[src/rtl/msr_pkg.sv]
package msr_pkg;
  localparam int unsigned NLINES = 4;
  localparam int unsigned MCR_W  = 8;
  localparam int unsigned MSR_W  = 2 * NLINES;
  // line order: cts, dsr, ri, dcd -> delta bit g, status bit NLINES+g
  localparam int unsigned SRC_BIT   [NLINES] = '{1, 0, 2, 3};
  localparam bit          FALL_ONLY [NLINES] = '{1'b0, 1'b0, 1'b1, 1'b0};
endpackage

[src/rtl/msr_route.sv]
module msr_route
  import msr_pkg::*;
(
  input  logic [MCR_W-1:0]  mcr_i,
  output logic [NLINES-1:0] looped_o
);
  for (genvar g = 0; g < NLINES; g++) begin : g_route
    assign looped_o[g] = mcr_i[SRC_BIT[g]];
  end
  logic unused_hi;
  assign unused_hi = ^mcr_i[MCR_W-1:NLINES];
endmodule

[src/rtl/msr_line.sv]
module msr_line #(
  parameter bit FALL_ONLY = 1'b0
) (
  input  logic clk_i,
  input  logic rst_ni,
  input  logic upd_i,
  input  logic clr_i,
  input  logic new_i,
  output logic stat_o,
  output logic delta_o
);
  logic hit;

  if (FALL_ONLY) begin : g_fall
    assign hit = stat_o & ~new_i;
  end else begin : g_any
    assign hit = stat_o ^ new_i;
  end

  always_ff @(posedge clk_i or negedge rst_ni) begin
    if (!rst_ni) begin
      stat_o  <= 1'b0;
      delta_o <= 1'b0;
    end else if (clr_i) begin
      stat_o  <= 1'b0;
      delta_o <= 1'b0;
    end else if (upd_i) begin
      stat_o  <= new_i;
      delta_o <= delta_o | hit;
    end
  end
endmodule

[src/rtl/msr_loop_top.sv]
module msr_loop_top
  import msr_pkg::*;
(
  input  logic             clk_i,
  input  logic             rst_ni,
  input  logic             loop_en_i,
  input  logic [MCR_W-1:0] mcr_i,
  input  logic             upd_i,
  input  logic             rd_i,
  output logic [MSR_W-1:0] msr_o,
  output logic             msi_o
);
  logic [NLINES-1:0] looped, stat, delta;
  logic              upd_eff;

  assign upd_eff = upd_i & loop_en_i;

  msr_route u_route (.mcr_i(mcr_i), .looped_o(looped));

  for (genvar g = 0; g < NLINES; g++) begin : g_line
    msr_line #(.FALL_ONLY(FALL_ONLY[g])) u_line (
      .clk_i  (clk_i),
      .rst_ni (rst_ni),
      .upd_i  (upd_eff),
      .clr_i  (rd_i),
      .new_i  (looped[g]),
      .stat_o (stat[g]),
      .delta_o(delta[g])
    );
  end

  assign msr_o = {stat & {NLINES{loop_en_i}}, delta};
  assign msi_o = |delta;
endmodule

[config.mk]
export PLATFORM = sky130hd
export DESIGN_NAME = msr_loop_top
export DESIGN_NICKNAME = d
export VERILOG_FILES = /design/src/rtl/msr_pkg.sv /design/src/rtl/msr_route.sv /design/src/rtl/msr_line.sv /design/src/rtl/msr_loop_top.sv
export SDC_FILE = /design/constraint.sdc
export NUM_CORES = 1
export LEC_CHECK = 0
export BUFFER_PORTS_ARGS = -buffer_cell sky130_fd_sc_hd__buf_4
export CAP_MARGIN = 0
export CORE_AREA = 2 2 39 41
export CTS_BUF_LIST = sky130_fd_sc_hd__clkbuf_8
export CTS_CLUSTER_DIAMETER = 120
export DETAILED_ROUTE_END_ITERATION = 16
export DIE_AREA = 0 0 41 43
export PLACE_DENSITY_LB_ADDON = 0.25
export RECOVER_POWER = 25
export REMOVE_ABC_BUFFERS = 1
export SLEW_MARGIN = 15
export SYNTH_ARGS = -nofsm -noshare
export SYNTH_HDL_FRONTEND = slang
export SYNTH_SLANG_ARGS = --single-unit
[constraint.sdc]
create_clock -name clk_i -period 1.55 [get_ports clk_i]
set_input_delay 0.0775 -clock clk_i [delete_from_list [all_inputs] [get_ports clk_i]]
set_output_delay 0.0775 -clock clk_i [all_outputs]
set_load 0.02 [all_outputs]
# Word level (Yosys, flattened, before mapping)
# Index checks and enable logic that the tools add are counted.
# classes
n_mux	16
bitwise	11
reduce_logical	2
# op_table
op	count
$mux W1	16
$and A4 B4 Y4	1
$or A1 B1 Y1	4
$reduce_or A4 Y1	1
$xor A1 B1 Y1	3
$and A1 B1 Y1	2
$reduce_bool A2 Y1	1
$not A1 Y1	1
# totals
regBits	8
in_bits	13

# Longest topological paths before layout
# Gate-level depths: netlist of run 1.
# logic_depth
ltp_word	5
ltp_mapped	3
ltp_nobuf	2

# Cells and area by module
# From an unflattened synthesis of run 1, not the netlist that was laid out.
# unflattened
cells_unflattened	41
area_unflattened_um2	415.4
# by_module_without_submodules
mod	n_inst	cells_each	area_each_um2	seq_area_each_um2
msr_line (g_line[0].u_line ...)	3	8	88.8	50.0
msr_line (g_line[2].u_line)	1	7	80.1	50.0
msr_loop_top	1	6	38.8	0.0
msr_route	1	4	30.0	0.0

# Worst setup path after synthesis of run 1
# No wires, ideal clock.
# synth_path
kind	register to register
from	register, netlist name g_line[2].u_line.stat_o
to	register g_line[2].u_line.stat_o
setup_ns	0.077
arrival_ns	0.686
path_slack_ns	0.787
stages_incl_launch_ff	3
n_path_buf	0
synth_period_minus_slack_ns	0.763
path_cell_list	dfrtp_1 -> a21bo_1 -> a21oi_1
# synth_lines
element	line_no	rtl
end signal: assignment	msr_line.sv:28	stat_o <= new_i;
end: declaration	msr_line.sv:9	output logic stat_o,

# Worst setup path in the final report of run 1
# layout_path
from	register g_line[2].u_line.delta_o
to	output msi_o
# layout_via
elab_chain_cells	1
# layout_rtl
element	line_no	rtl
start: declaration	msr_line.sv:10	output logic delta_o
start signal: assignment	msr_line.sv:29	delta_o <= delta_o | hit;
$reduce_or A4 Y1	msr_loop_top.sv:33	assign msi_o = |delta;
end: declaration	msr_loop_top.sv:11	output logic msi_o
# Every way passes these cells.

==> results of run 1 <==
[state kept, by name, indices dropped and copies added, names as in the netlist]
signal and cells:
g_line.u_line.stat_o 4, g_line.u_line.delta_o 4
[power by group]
group          switching (mW)  internal, mW  leakage [nW]
clock network          0.0717         0.167        0.0216
logic                  0.0588        0.0534         0.178
registers             0.00653         0.220         0.109
total                   0.137         0.441         0.308
[cell usage after synthesis (all sizes together)]
master  n  area share, %
dfrtp   8             40
buf     7             11
a21oi   5            7.2
a21bo   4            7.9
and2    4            5.0
inv     4            3.0
nand3   4            4.0
o22ai   3            7.4
xnor2   3            5.2
nand3b  1            4.0
nand4   1            1.2
nand4b  1            4.7
[critical path, delay by kind of cell (launching register included)]
kind | cells | cell delay (ns)
buf+inv | 2 | 0.25
flops | 1 | 0.36
simple gates | 1 | 0.10
[final timing paths]
kind                                            end  slack, ns  depth (start not counted)
min in group asynchronous   g_line[0].u_line.stat_o       0.31                          2
setup reg to reg            g_line[2].u_line.stat_o       0.74                          2
hold / removal             g_line[2].u_line.delta_o       0.10                          2
max in group asynchronous  g_line[2].u_line.delta_o       0.94                          2
hold reg to reg            g_line[2].u_line.delta_o       0.54                          2
setup / recovery                              msi_o       0.54                          3
[per-layer routing]
| metal | GRT usage [%] | up-vias |
|---|---|---|
| li1 | - | 177 |
| met1 | 15.8 | 163 |
| met2 | 16.9 | 13 |
| met3 | 6.28 | 0 |
| met4 | 4.00 | 0 |
| met5 | 0 | - |
[final cells by class]
class / instances / area [µm²]
multi-input combinational: 26 / 235
inverter: 4 / 15.0
sequential: 8 / 200
tap: 16 / 20.0
clock buffer: 3 / 41.3
timing repair buffer: 18 / 134
fill: 134 / 738
[per-stage QoR]
| stage | hold WS (ns) | total power, mW |
|---|---|---|
| CTS | 0.0984 | 0.588 |
| global route | 0.114 | 0.607 |
| detailed placement | -0.101 | 0.342 |
| finish | 0.105 | 0.578 |
| floorplan | -0.218 | 0.282 |
| global placement | -0.0987 | 0.341 |
[kinds of logic after synthesis]
group                  after synthesis  share of synthesized area, %
AND/OR/NAND/NOR                     11                          18.9
flip-flops                           8                          39.7
XOR/XNOR                             3                          5.21
buffers and inverters               11                          13.6
AO/OA/AOI/OAI                       12                          22.6
[what timing repair did]
item	in CTS	in global routing
setup endpoints to repair	0	0
resized for setup	0	0
hold buffers	1	0
hold endpoints to repair	8	0
==> impl_metrics.yaml, run 1 <==
layout:
  final_util_pct: 46.7
  drive_above_1_share_pct: 49.2
  final_area_um2: 646
  antenna_cells: 0
  final_cells: 75
  area_growth_pct: 28.0
  nNetsFinal: 74
  layout_commonest_cell: "buf_4"
  layout_common_cells: "buf_4, dfrtp_1, inv_1, nand3_1, and2_1"
worst_setup_path:
  crit_fanout: 2
  cp-startpoint: "g_line[2].u_line.delta_o"
  path_cells: "inv_1 -> nand4_1 -> buf_4"
  cp.arrival_ns: 0.93
  worstSetupPathType: "reg2out"
  max_stage_delay_ns: 0.36
  cp_slowest_cell: "dfrtp_1"
  reg2reg_from: "g_line[2].u_line.stat_o"
  end_kind: "primary output"
  start_kind: "flip-flop"
  crit_required_ns: 1.47
synth:
  synth_area_per_cell_um2: 11.2
  yosys_warnings: 0
  ys_types: 16
  synth-seq-area-share_pct: 39.7
  syn_area_um2: 504
  synthCells: 45
  yosys_register_bits: 8
timing:
  finalSetupViolCount: 0
  fmax_mhz: 989
  slew_violations: 0
  fin_tns_setup_ns: 0
  fin_crit_sh_pct: 65.2
  finalWorstSetupSlack_ns: 0.539
  grt_setup_unrepaired: "false"
  relSlewSlack_pct: 71.4
  skew_ns: 0.00155
  period_needed_ns: 1.01
  hold_viol: 0
  tightest_slew_ns: 0.429
placed_design:
  place_congestion: 0.634
  hpwl_um: 626
  placed_cells_incl_taps: 71
  dpl_cell_area_um2: 598
  dp_slack_ns: 0.740
  portBuffers: 17
floorplan:
  io_pins: 22
  dieArea_mm2: 0.00176
  die_h_um: 43
  core_mm2: 0.00138
  row_count: 14
  die_w_um: 41
  start_util_pct: 36.4
worst_hold_path:
  hold_path_class: "in2reg"
  hp-start: "rd_i"
drt:
  met1_length_um: 389
  wl_per_cell_um: 11.1
  vias: 353
  drt_iter0_drc: 2
  dr_wl_met2_um: 375
  finalWirelength_um: 834
  drc: 0
  drtPass1Iterations: 2
  top_layer: "met3"
  wl_met3_um: 69
  routed_via_density: 4.71
  drt.antenna.violating_nets: 0
cts:
  clock_latency_ns: 0.22
  cts_tree: "done"
  htreeDepth: 1
  cts_buffers: 3
  cts_root_buf: "clkbuf_8"
  path_clk_slew_ns: 0.04
  clock_path_buffers: 2
  post_cts_buffers: 0
  clock_sinks: 8
power:
  p_leak_nw: 0.308
  p_per_area_mw_per_mm2: 895
  peakVddDrop_v: 0.000699
grt:
  grt_start_max_net_pins: 15
  grt_pass1_vias: 315
  grt_use_total_pct: 12.1
  overflow: 0
  grt_pass1_wl_um: 1420
  antenna_found_initial: 0
status:
  outcome: "finished clean"
job:
  cap_violations: 0
Power figures use the tool's default switching activity.
==> run 2: changes to the inputs <==
--- a/config.mk
+++ b/config.mk
@@ -5,6 +5,7 @@
 export SDC_FILE = /design/constraint.sdc
 export NUM_CORES = 1
 export LEC_CHECK = 0
+export ABC_AREA = 1
 export BUFFER_PORTS_ARGS = -buffer_cell sky130_fd_sc_hd__buf_4
 export CAP_MARGIN = 0
 export CORE_AREA = 2 2 39 41
==> constraint.sdc (replaced) <==
create_clock -name clk_i -period 0.85 [get_ports clk_i]
set_input_delay 0.0425 -clock clk_i [delete_from_list [all_inputs] [get_ports clk_i]]
set_output_delay 0.0425 -clock clk_i [all_outputs]
set_load 0.02 [all_outputs]
==> impl_metrics.yaml, run 2 <==
synth:
  synth_area_per_cell_um2: 7.93
  ys_async_sr_fraction_pct: 100
  syn_area_um2: 444
  synth_most_common_cell: "inv_1"
  synth-seq-area-share_pct: 45.1
  synth_area_leaders: "dfrtp_1, inv_1, nand2_1"
  yosysTopAreaCell: "dfrtp_1"
  yosys_register_bits: 8
  synth_edf_count: 0
  synthCells: 56
  yosys_warnings: 0
  ys.flop_type: "dfrtp_1"
  yosysTopAreaCellShare_pct: 45.1
  ys_types: 12
  synth_common_cells: "inv_1, nand2_1, dfrtp_1"
drt:
  top_layer: "met4"
  vias: 418
  dr_wl_met2_um: 526
  met1_length_um: 406
  wl_met3_um: 59
  drc: 0
  drt.antenna.violating_nets: 0
  routed_via_density: 4.27
  wl_per_cell_um: 10.3
  finalWirelength_um: 1010
  drtPass1Iterations: 4
  drt_iter0_drc: 2
worst_setup_path:
  reg2reg_from: "g_line[3].u_line.stat_o"
  r2r-end: "g_line[3].u_line.delta_o"
  crit_fanout: 2
  crit_required_ns: 0.81
  reg2reg_slack_ns: -0.01
  start_kind: "flip-flop"
  r2r_cells: 4
  worstSetupPathType: "reg2out"
  cp.arrival_ns: 0.93
  end_kind: "primary output"
layout:
  antenna_cells: 0
  largestRegisters: "g_line.u_line.delta_o x4, g_line.u_line.stat_o x4"
  layout_common_cells: "buf_4, nand2_1, inv_1"
  nNetsFinal: 97
  area_growth_pct: 58.6
  layout_commonest_cell: "buf_4"
  drive_above_1_share_pct: 47.6
  final_cells: 98
  fillCellCount: 139
power:
  peakVddDrop_v: 0.000971
  pwr-share-seq_pct: 37.7
  switching_power_mw: 0.278
  p_per_area_mw_per_mm2: 1550
  clockPowerShare_pct: 42.8
  swShare_pct: 25.5
  power_frac_comb_pct: 19.6
  power.internal_mw: 0.811
  p_leak_nw: 0.391
floorplan:
  start_util_pct: 32.1
  core_mm2: 0.00138
  die_w_um: 41
  io_pins: 22
  dieArea_mm2: 0.00176
  row_count: 14
  die_h_um: 43
status:
  outcome: "finished, violations left"
  violations: "setup timing"
placed_design:
  place_congestion: 0.754
  portBuffers: 17
  hpwl_um: 666
  placed_cells_incl_taps: 85
cts:
  htreeDepth: 1
  clock_latency_ns: 0.23
  path_clk_slew_ns: 0.04
  cts_buffers: 3
  cts_root_buf: "clkbuf_8"
  clock_sinks: 8
  cts_tree: "done"
  clock_path_buffers: 2
grt:
  grt_pass1_wl_um: 1660
  grt_use_total_pct: 14.4
  grt_start_max_net_pins: 9
  grt_pass1_vias: 410
  antenna_found_initial: 0
  overflow: 0
timing:
  tightest_slew_ns: 0.459
  fin_tns_setup_ns: -0.326
  finalSetupViolCount: 8
  period_needed_ns: 0.968
  finalWorstSetupSlack_ns: -0.118
  fin_crit_sh_pct: 114
  skew_ns: 0.00123
  grt_setup_unrepaired: "true"
  fmax_mhz: 1030
  slew_violations: 0
  hold_viol: 0
  relSlewSlack_pct: 69.4
job:
  cap_violations: 0
worst_hold_path:
  hp-start: "mcr_i[1]"
  hold_path_class: "in2reg"
  holdPathEnd: "g_line[0].u_line.stat_o"
  whs_path_depth: 3
## run 2: changes by cell type after synthesis, moves of 2 or more
cell | before | now
nand2_1 | 0 | 11
o22ai_1 | 0 | 3
a21bo_1 | 2 | 0
xnor2_1 | 3 | 0
a21bo_2 | 2 | 0
nand3_1 | 4 | 1
a21oi_1 | 2 | 4
inv_1 | 4 | 16
o22ai_2 | 3 | 0
nand2_2 | 0 | 2
and2_1 | 4 | 0
nand3_2 | 0 | 4
a21oi_2 | 3 | 0
## run 2: routing by layer
metal  up-vias  track usage [%]
li1        223                -
met1       182             17.4
met2        11             21.6
met3         2             3.14
met4         0             10.0
met5         -                0
## run 2: worst max-delay path: stages, from the launching register on
cell	delay, ns
dfrtp_1	0.39
inv_2	0.06
nand4_1	0.08
buf_4	0.16
## run 2: worst max-delay path by stage
stage | from | endpoint | slack [ns] | cells past startpoint
final | g_line[2].u_line.delta_o | msi_o | -0.12 | 3
after floorplan | g_line[2].u_line.delta_o | msi_o | 0.05 | 2
after CTS | g_line[2].u_line.delta_o | msi_o | -0.11 | 3
after global placement | g_line[3].u_line.stat_o | g_line[3].u_line.delta_o | 0.09 | 4
after detailed placement | g_line[3].u_line.stat_o | g_line[3].u_line.delta_o | 0.09 | 4
after global routing | g_line[3].u_line.delta_o | msi_o | -0.18 | 3
## run 2: cells by family after synthesis
group	Yosys count	share of synthesized area, %
flops	8	45.1
compound gates	8	9.86
buf+inv	21	21.4
simple gates	19	23.7
## run 2: timing repair
action	in CTS	in global routing
pin swaps	1	1
buffers inserted	5	2
resized for setup	8	4
endpoints found under the setup margin	5	8
hold endpoints to repair	10	0
hold buffers	3	0
## run 2: through the flow
stage	total power, mW	instance area, µm²	utilization (%)	setup WS [ns]	hold slack, ns
4_1_cts	1.09	686	49.5	-0.115	0.0924
3_3_place_gp	0.590	562	40.6	0.0916	-0.133
5_1_grt	1.14	704	50.9	-0.176	0.121
3_5_place_dp	0.591	562	40.6	0.0881	-0.133
2_1_floorplan	0.503	414	-	0.0495	-0.253
6_report	1.09	704	50.9	-0.118	0.0918
## run 2: final cells by class
| type | instances | area [µm²] | area share (%) |
|---|---|---|---|
| clock buffers | 3 | 41.3 | 5.86 |
| inverters | 17 | 65.1 | 9.24 |
| multi-input cells | 27 | 149 | 21.1 |
| flip-flops and latches | 8 | 200 | 28.4 |
| well taps | 16 | 20.0 | 2.84 |
| repair buffers | 27 | 229 | 32.5 |
## run 2: power groups by stage
stage	Sequential (mW)	Clock (mW)	Combinational (mW)
CTS	0.410	0.477	0.208
floorplan	0.427	0	0.0761
finish	0.410	0.466	0.213
detailed placement	0.417	0	0.175
global placement	0.416	0	0.174
global route	0.412	0.495	0.236
